==> src/rtl/ifmode_pkg.sv <==
package ifmode_pkg;
  typedef enum logic [1:0] {
    MODE_WAIT   = 2'b00,
    MODE_NATIVE = 2'b01,
    MODE_PCCARD = 2'b10,
    MODE_OFF    = 2'b11
  } mode_t;
endpackage

==> src/rtl/ifmode_sync.sv <==
module ifmode_sync #(
  parameter logic RESET_VAL = 1'b1
) (
  input  logic clk_i,
  input  logic rst_ni,
  input  logic d_i,
  output logic q_o
);
  logic s1_q, s2_q;

  always_ff @(posedge clk_i or negedge rst_ni) begin
    if (!rst_ni) begin
      s1_q <= RESET_VAL;
      s2_q <= RESET_VAL;
    end else begin
      s1_q <= d_i;
      s2_q <= s1_q;
    end
  end

  assign q_o = s2_q;
endmodule

==> src/rtl/ifmode_guard.sv <==
module ifmode_guard #(
  parameter int unsigned GUARD_CYC = 3800000,
  localparam int unsigned CNT_W = $clog2(GUARD_CYC + 1)
) (
  input  logic clk_i,
  input  logic rst_ni,
  input  logic pwr_good_i,
  output logic expire_o
);
  logic [CNT_W-1:0] cnt_q;
  logic             done_q;

  assign expire_o = pwr_good_i && !done_q && (cnt_q == CNT_W'(GUARD_CYC - 1));

  always_ff @(posedge clk_i or negedge rst_ni) begin
    if (!rst_ni) begin
      cnt_q  <= '0;
      done_q <= 1'b0;
    end else if (!pwr_good_i) begin
      cnt_q  <= '0;
      done_q <= 1'b0;
    end else if (expire_o) begin
      done_q <= 1'b1;
    end else if (!done_q) begin
      cnt_q <= cnt_q + 1'b1;
    end
  end

  p_expire_once_r1: assert property (@(posedge clk_i) disable iff (!rst_ni)
    expire_o |=> !expire_o);

  p_done_hold_r6: assert property (@(posedge clk_i) disable iff (!rst_ni)
    (pwr_good_i && done_q) |=> (done_q || !pwr_good_i) && !expire_o);

  p_restart_r6: assert property (@(posedge clk_i) disable iff (!rst_ni)
    !pwr_good_i |=> (cnt_q == '0) && !done_q);
endmodule

==> src/rtl/ifmode_fsm.sv <==
module ifmode_fsm
  import ifmode_pkg::*;
#(
  parameter bit PC_FALLBACK = 1'b1
) (
  input  logic  clk_i,
  input  logic  rst_ni,
  input  logic  pwr_good_i,
  input  logic  expire_i,
  input  logic  sel_n_i,
  output mode_t mode_o
);
  localparam mode_t FALLBACK = PC_FALLBACK ? MODE_PCCARD : MODE_OFF;

  mode_t mode_q;

  always_ff @(posedge clk_i or negedge rst_ni) begin
    if (!rst_ni) begin
      mode_q <= MODE_WAIT;
    end else if (!pwr_good_i) begin
      mode_q <= MODE_WAIT;
    end else begin
      case (mode_q)
        MODE_WAIT:   if (expire_i) mode_q <= sel_n_i ? FALLBACK : MODE_NATIVE;
        MODE_NATIVE: if (sel_n_i) mode_q <= MODE_OFF;
        default:     mode_q <= mode_q;
      endcase
    end
  end

  assign mode_o = mode_q;

  p_hold_wait_r1: assert property (@(posedge clk_i) disable iff (!rst_ni)
    (mode_q == MODE_WAIT && !expire_i) |=> mode_q == MODE_WAIT);

  p_pick_native_r2: assert property (@(posedge clk_i) disable iff (!rst_ni)
    (pwr_good_i && expire_i && !sel_n_i) |=> mode_q == MODE_NATIVE);

  p_pick_fallback_r3: assert property (@(posedge clk_i) disable iff (!rst_ni)
    (pwr_good_i && expire_i && sel_n_i) |=> mode_q == FALLBACK);

  p_pc_stays_r4: assert property (@(posedge clk_i) disable iff (!rst_ni)
    (pwr_good_i && mode_q == MODE_PCCARD) |=> mode_q == MODE_PCCARD);

  p_native_drop_r5: assert property (@(posedge clk_i) disable iff (!rst_ni)
    (pwr_good_i && mode_q == MODE_NATIVE && sel_n_i) |=> mode_q == MODE_OFF);

  p_off_sticky_r6: assert property (@(posedge clk_i) disable iff (!rst_ni)
    (pwr_good_i && mode_q == MODE_OFF) |=> mode_q == MODE_OFF);

  p_power_loss_r6: assert property (@(posedge clk_i) disable iff (!rst_ni)
    !pwr_good_i |=> mode_q == MODE_WAIT);
endmodule

==> src/rtl/ifmode_select.sv <==
module ifmode_select
  import ifmode_pkg::*;
#(
  parameter int unsigned CLK_HZ      = 200000000,
  parameter int unsigned GUARD_US    = 19000,
  parameter bit          PC_FALLBACK = 1'b1,
  parameter bit          USE_CSEL    = 1'b1,
  parameter bit          CS1_PIN     = 1'b0,
  parameter int unsigned ADDR_W      = 3,
  localparam int unsigned GUARD_CYC  = (CLK_HZ / 1000000) * GUARD_US
) (
  input  logic              clk_i,
  input  logic              rst_ni,
  input  logic              pwr_good_i,
  input  logic              sel_ni,
  input  logic              hrst_ni,
  input  logic              sw_rst_i,
  input  logic              cs0_ni,
  input  logic              cs1a_ni,
  input  logic              cs1b_ni,
  input  logic              rd_ni,
  input  logic              wr_ni,
  input  logic [ADDR_W-1:0] addr_i,
  input  logic              csel_i,
  input  logic              msel_ni,
  output logic [1:0]        mode_o,
  output logic              disabled_o,
  output logic              dev_sel_o,
  output logic              cs0_o,
  output logic              cs1_o,
  output logic              rd_o,
  output logic              wr_o,
  output logic              hrst_o,
  output logic              srst_o,
  output logic [ADDR_W-1:0] addr_o
);
  logic  sel_n_sync;
  logic  expire;
  mode_t mode;
  logic  live;
  logic  cs1_n_pick;
  logic  dev_raw;

  ifmode_sync #(.RESET_VAL(1'b1)) u_sel_sync (
    .clk_i  (clk_i),
    .rst_ni (rst_ni),
    .d_i    (sel_ni),
    .q_o    (sel_n_sync)
  );

  ifmode_guard #(.GUARD_CYC(GUARD_CYC)) u_guard (
    .clk_i      (clk_i),
    .rst_ni     (rst_ni),
    .pwr_good_i (pwr_good_i),
    .expire_o   (expire)
  );

  ifmode_fsm #(.PC_FALLBACK(PC_FALLBACK)) u_fsm (
    .clk_i      (clk_i),
    .rst_ni     (rst_ni),
    .pwr_good_i (pwr_good_i),
    .expire_i   (expire),
    .sel_n_i    (sel_n_sync),
    .mode_o     (mode)
  );

  generate
    if (CS1_PIN) begin : g_cs1_b
      assign cs1_n_pick = cs1b_ni;
    end else begin : g_cs1_a
      assign cs1_n_pick = cs1a_ni;
    end
    if (USE_CSEL) begin : g_dev_csel
      assign dev_raw = csel_i;
    end else begin : g_dev_msel
      assign dev_raw = ~msel_ni;
    end
  endgenerate

  // host lines reach the core only in a decided, working mode
  assign live       = (mode == MODE_NATIVE) || (mode == MODE_PCCARD);
  assign mode_o     = mode;
  assign disabled_o = (mode == MODE_OFF);
  assign cs0_o      = live & ~cs0_ni;
  assign cs1_o      = live & ~cs1_n_pick;
  assign rd_o       = live & ~rd_ni;
  assign wr_o       = live & ~wr_ni;
  assign hrst_o     = live & ~hrst_ni;
  assign srst_o     = live & sw_rst_i;
  assign dev_sel_o  = live & dev_raw;
  assign addr_o     = live ? addr_i : '0;

  p_gate_idle_r8: assert property (@(posedge clk_i) disable iff (!rst_ni)
    (mode_o == MODE_WAIT || mode_o == MODE_OFF) |->
      !(cs0_o || cs1_o || rd_o || wr_o || hrst_o || srst_o || dev_sel_o) && addr_o == '0);

  p_off_flag_r5: assert property (@(posedge clk_i) disable iff (!rst_ni)
    disabled_o == (mode_o == MODE_OFF));
endmodule

==> config.mk <==
export PLATFORM = sky130hd
export DESIGN_NAME = ifmode_select
export DESIGN_NICKNAME = d
export VERILOG_FILES = /design/src/rtl/ifmode_pkg.sv /design/src/rtl/ifmode_sync.sv /design/src/rtl/ifmode_guard.sv /design/src/rtl/ifmode_fsm.sv /design/src/rtl/ifmode_select.sv
export SDC_FILE = /design/constraint.sdc
export NUM_CORES = 1
export LEC_CHECK = 0
export ABC_AREA = 0
export BUFFER_PORTS_ARGS = -buffer_cell sky130_fd_sc_hd__buf_2
export CORE_AREA = 2 2 57 59
export DETAILED_ROUTE_END_ITERATION = 10
export DIE_AREA = 0 0 59 61
export PLACE_DENSITY_LB_ADDON = 0.08
export REMOVE_ABC_BUFFERS = 1
export SYNTH_ARGS = -nofsm -noshare
export SYNTH_HDL_FRONTEND = slang
export SYNTH_SLANG_ARGS = --single-unit
export TNS_END_PERCENT = 50
==> constraint.sdc <==
create_clock -name clk_i -period 3.2 [get_ports clk_i]
set_clock_uncertainty 0.1 [all_clocks]
set_input_delay 0.64 -clock clk_i [delete_from_list [all_inputs] [get_ports clk_i]]
set_output_delay 0.64 -clock clk_i [all_outputs]
set_load 0.005 [all_outputs]
# After elaboration in Yosys (flattened, before gate mapping)
# Cells that the tools add are included.
[op_classes] n_div=0 eq_ne=10 n_mux=11 n_mul=0 bitwise_logic=12 shifts=0 reduce_logical=7 add_sub_neg=1 order_cmp=0
[op_table] cell="two-way mux 22 bit" n=3
[op_table] cell="adder 22 x 1 -> 22 bit (second input constant)" n=1
[op_table] cell="== test 22 bit (second input constant)" n=1
[op_table] cell="two-way mux 2 bit" n=4
[op_table] cell="AND 1 bit" n=7
[op_table] cell="inverter 1 bit" n=5
[op_table] cell="== test 2 bit (second input constant)" n=2
[op_table] cell="inequality test 2 bit (second input constant)" n=2
[op_table] cell="case mux 2 bit (2 select lines)" n=1
[op_table] cell="two-way mux 3 bit" n=1
[op_table] cell="inequality test 3 x 1 -> 1 bit (second input constant)" n=1
[op_table] cell="inequality test 3 x 2 -> 1 bit (second input constant)" n=1
[op_table] cell="inequality test 3 bit (second input constant)" n=1
[op_table] cell="AND reduction 3 bit" n=1
[op_table] cell="== test 2 x 1 -> 1 bit (second input constant)" n=1
[op_table] cell="logical AND 1 bit" n=2
[op_table] cell="zero test 2 bit" n=1
[op_table] cell="two-way mux 1 bit" n=2
[op_table] cell="inequality test 2 x 1 -> 1 bit (second input constant)" n=1
[op_table] cell="AND reduction 2 bit" n=1
[op_table] cell="zero test 1 bit" n=1
[op_table] cell="logical OR 1 bit" n=1
[totals] ramBits=0 mem_bits_ro=0 out_inout_bits=13 n_memories=0 latchBits=0 ff_bits=27 elab_cells=46 inputBits=16

# Longest topological paths before layout
[depth] word_depth=6 depth_mapped=7 ltp_nobuf=6

# Modules after synthesis
# A second synthesis with hierarchy kept.
[unflattened] hier_cells=162 hier_area_um2=1493.9
[modules_own_cells] mod="ifmode_guard" seq_area_each_um2=575.6 area_per_inst_um2=1270.0 cells_each=142 n_inst=1
[modules_own_cells] mod="ifmode_select" seq_area_each_um2=0.0 area_per_inst_um2=87.6 cells_each=11 n_inst=1
[modules_own_cells] mod="ifmode_fsm" seq_area_each_um2=50.0 area_per_inst_um2=83.8 cells_each=7 n_inst=1
[modules_own_cells] mod="ifmode_sync" seq_area_each_um2=52.6 area_per_inst_um2=52.6 cells_each=2 n_inst=1

# Worst setup path after synthesis
# Ideal clock, no wire load.
[synth_timing] kind="input to register" from="input port pwr_good_i" to="register u_guard.cnt_q[2]" path_slack_ns=0.830 required_time_ns=3.005 arrival_time_ns=2.175 setup_ns=0.095 n_path_buf=2 path_stages=7 path_cell_list="or4b_1 > or4_4 > o21ai_4 > buf_6 > buf_12 > o211ai_1 > o31ai_1"
[synth_between] elab_chain_cells=4 word_cells_on_any_way=6 cone_classes="2 x eq/ne; 1 x mux; 3 x reduce/logical"
[synth_lines] item="start, declared" line="ifmode_select.sv:14" source="input logic pwr_good_i,"
[synth_lines] item="logical AND 1 bit (2 in a row)" line="ifmode_guard.sv:13" source="assign expire_o = pwr_good_i && !done_q && (cnt_q == CNT_W'(GUARD_CYC - 1));"
[synth_lines] item="inequality test 2 bit (no line)"
[synth_lines] item="AND reduction 2 bit (no line)"
[synth_lines] item="end signal, assigned" line="ifmode_guard.sv:25" source="cnt_q <= cnt_q + 1'b1;"
[synth_lines] item="end, declared" line="ifmode_guard.sv:10" source="logic [CNT_W-1:0] cnt_q;"
# Parallel ways exist; a longest one is shown, timed or not.
# A chain may end at the register's enable or synchronous reset.

# Worst setup path after layout
[layout_timing] from="register u_guard.cnt_q[18]" to="register u_guard.cnt_q[4]"
[layout_between] elab_chain_cells=4
[layout_lines] item="== test 22 bit" line="ifmode_guard.sv:13"
[layout_lines] item="logical AND 1 bit" line="ifmode_guard.sv:13"
[layout_lines] item="inequality test 2 bit (no line)"
[layout_lines] item="AND reduction 2 bit (no line)"
# No other way between the ends.

==> results.py <==
metrics = {
    "pwr": {
        "ir_drop_uv": 259,
        "p_leak_nw": 0.744,
        "p_total_uw": 713,
        "powerDensity_nw_per_um2": 415,
    },
    "timing": {
        "finalHoldViolations": 0,
        "worst-slew-pin-transition_ps": 606,
        "period_needed_ps": 2600,
        "min_period_over_period_pct": 81.1,
        "drv_slew": 0,
        "tns_ps": 0,
        "relSlewSlack_pct": 59.6,
        "setup_viol": 0,
        "max_freq_ghz": 0.385,
        "rsz0062_at_grt": "no",
    },
    "die": {
        "core_sq_um": 2950,
        "die_area_sq_um": 3600,
        "start_util_pct": 53.1,
        "die_h_microns": 61,
        "die_w_microns": 59,
        "row_count": 20,
        "ioPinCount": 29,
    },
    "cts": {
        "cts.path.max_buffers": 2,
        "cts-resized-gates": 0,
        "cts_tree": "done",
        "cts_root_buf": "clkbuf_4",
        "clk_pin_slew_ps": 140,
        "clock_sinks": 27,
        "post-cts-setup-buffers": 0,
        "clock_latency_ps": 320,
        "cts_hold_buf": 0,
        "cts_buffers": 3,
        "htreeDepth": 1,
    },
    "routing": {
        "drtPass1Iterations": 4,
        "routed_wl_microns": 3060,
        "via_per_inst": 5.61,
        "drcViolationCount": 0,
        "wl_per_cell_microns": 14.5,
        "drt_iter0_drc": 62,
        "postRouteAntennaNets": 0,
        "vias": 1184,
    },
    "synthesis": {
        "synth_seq_cells": 27,
        "synth_edf_count": 0,
        "synth_area_sq_um": 1570,
        "ys_seq_area_share_pct": 43.3,
        "ys.warnings.count": 0,
        "synthCells": 155,
        "synth_top_area_share_pct": 39.9,
        "synthDistinctLibCells": 38,
        "syn_avg_cell_area_sq_um": 10.1,
        "yosysTopAreaCell": "dfrtp_1",
        "synthFlopType": "dfrtp_1",
        "async_reset_ff_share_pct": 100,
        "synth.area.top_cells": "dfrtp_1, and2_1, xnor2_1",
    },
    "worst_setup_path": {
        "worstSetupStartpointType": "flop",
        "ff2ff_path_depth": 5,
        "required_ps": 3340,
        "max_stage_delay_ps": 540,
        "r2r_end": "u_guard.cnt_q[4]$_DFFE_PN0P_",
        "crit_start": "u_guard.cnt_q[18]$_DFFE_PN0P_",
        "arrival_ps": 2730,
        "crit_chain": "or4b_1, or4_4, o21ai_4, o21ai_0, a21boi_0",
        "reg2reg_from": "u_guard.cnt_q[18]$_DFFE_PN0P_",
        "critPathKind": "flop to flop",
        "slowest_stage": "or4_4",
        "crit_fanout": 26,
        "setup.worst_path.end": "u_guard.cnt_q[4]$_DFFE_PN0P_",
        "r2r_slack_ps": 600,
        "endpoint_kind": "flop",
    },
    "flow_run": {
        "cap_violations": 0,
    },
    "placed_design": {
        "place_inst": 207,
        "dp_hpwl_microns": 2250,
        "gp_congestion": 0.804,
        "port_buffers": 26,
    },
    "global_routing": {
        "grt_max_degree": 29,
        "grt_pass1_wl_microns": 5080,
        "antenna_found_initial": 0,
        "grt_overflow_total": 0,
        "grt.total_usage_pct": 18.9,
        "grt_pass1_vias": 1149,
    },
    "finish": {
        "synthToLayoutAreaGrowth_pct": 9.58,
        "fillers": 282,
        "antenna_cells": 0,
        "fin_nets": 199,
        "drive_gt1_share_pct": 30.3,
        "final_cells": 211,
    },
    "hold_path": {
        "hold_class": "primary input to asynchronous set/reset pin",
    },
    "run_status": {
        "outcome": "finished clean",
    },
}
[stage by stage]
step | setup slack [ps] | cell area (sq um) | hold slack, ps | utilization, %
2_1_floorplan | 747 | 1510 | 244 | -
3_3_place_gp | 494 | 1690 | 245 | 57.2
3_5_place_dp | 355 | 1690 | 247 | 57.2
4_1_cts | 593 | 1720 | 212 | 58.1
5_1_grt | 447 | 1720 | 242 | 58.1
6_report | 604 | 1720 | 203 | 58.1
[worst min-delay path by stage]
stage                     slack, ps  depth (start not counted)                             to
final                           200                          1  u_guard.cnt_q[16]$_DFFE_PN0P_
after global routing            240                          1  u_guard.cnt_q[16]$_DFFE_PN0P_
after CTS                       210                          1  u_guard.cnt_q[16]$_DFFE_PN0P_
after detailed placement        250                          0       u_sel_sync.q_o$_DFF_PN1_
after global placement          250                          0       u_sel_sync.q_o$_DFF_PN1_
after floorplan                 240                          0    u_fsm.mode_o[0]$_DFFE_PN0P_
[cell usage in the layout (no fill, tap or decap)]
cell type and instances:
a21oi_1 1, nand3_1 13, nor2_1 1, and2_1 15
o31ai_1 2, dfstp_2 2, or3b_2 1, mux2i_1 1
buf_4 1, or4_4 1, a21boi_2 3, buf_2 26
dfrtp_1 25, clkbuf_4 3, a31oi_1 2, and4_2 2
or4b_1 1, and3_1 3, nor2b_1 5, a311oi_1 1
clkbuf_1 1, o21ai_0 8, nand4_1 7, xnor2_1 9
nor3b_1 1, nand2_1 7, and4_1 2, o21ai_2 3
inv_1 3, ha_1 4, or2_2 1, nand2b_1 4
o211ai_1 1, a21boi_0 7, o21ai_4 1, or4_2 1
and3_2 1, or3_2 8
[power breakdown]
part | switching, mW | leakage [nW] | internal [mW]
Combinational | 0.0932 | 0.362 | 0.101
Clock | 0.0982 | 0.0150 | 0.0488
Sequential | 0.0161 | 0.367 | 0.356
[critical path, delay by kind of cell (launching register included)]
family | cells | cell delay [ps]
AO/OA/AOI/OAI | 3 | 890
flip-flops | 1 | 430
AND/OR/NAND/NOR | 2 | 1070
[state kept, by name (all words and copies together) (netlist names)]
name,count
u_guard.cnt_q,22
u_guard.done_q,1
u_fsm.mode_o,2
u_sel_sync.q_o,1
u_sel_sync.s1_q,1
[metal layers]
layer | vias to the layer above | wire, microns | part of all wire (%) | GRT usage [%]
met1 | 570 | 1390 | 45 | 21.8
met2 | 13 | 1590 | 52 | 36.0
li1 | 599 | - | - | -
met3 | 2 | 66 | 2.2 | 1.92
met5 | - | 0 | 0 | 0
met4 | 0 | 19 | 0.62 | 6.82
[cells in the mapped netlist (2+ instances only)]
cell type,n
and4_1,2
xnor2_1,9
o21ai_2,3
o31ai_1,2
o21ai_0,8
nand3_1,13
a21boi_2,3
ha_1,4
and4_2,2
inv_1,3
nor2b_1,5
and3_1,3
a31oi_1,2
dfrtp_1,25
or3_2,8
and2_1,15
a21boi_0,7
nand2_1,7
dfstp_2,2
nand4_1,7
clkbuf_1,5
nand2b_1,4
[logic make-up (layout without fill, tap and decap cells)]
| logic type | Yosys count | after routing | share of synthesized area, % |
|---|---|---|---|
| flip-flops | 27 | 27 | 43.3 |
| multiplexers | 1 | 1 | 0.639 |
| adder cells (fa/ha/maj) | 4 | 4 | 3.20 |
| XOR/XNOR | 9 | 9 | 5.03 |
| AND/OR/NAND/NOR | 74 | 74 | 29.7 |
| AO/OA/AOI/OAI | 29 | 29 | 13.9 |
| buffers and inverters | 11 | 34 | 4.23 |
[layout make-up]
cell class	instances	area [sq um]	share of cell area, %
Multi-Input combinational cell	117	822	47.9
Sequential cell	27	678	39.5
Timing Repair Buffer	27	138	8.02
Tap cell	33	41.3	2.41
Clock buffer	4	26.3	1.53
Inverter	3	11.3	0.656
Note: power is estimated with default switching activity, not from simulation.
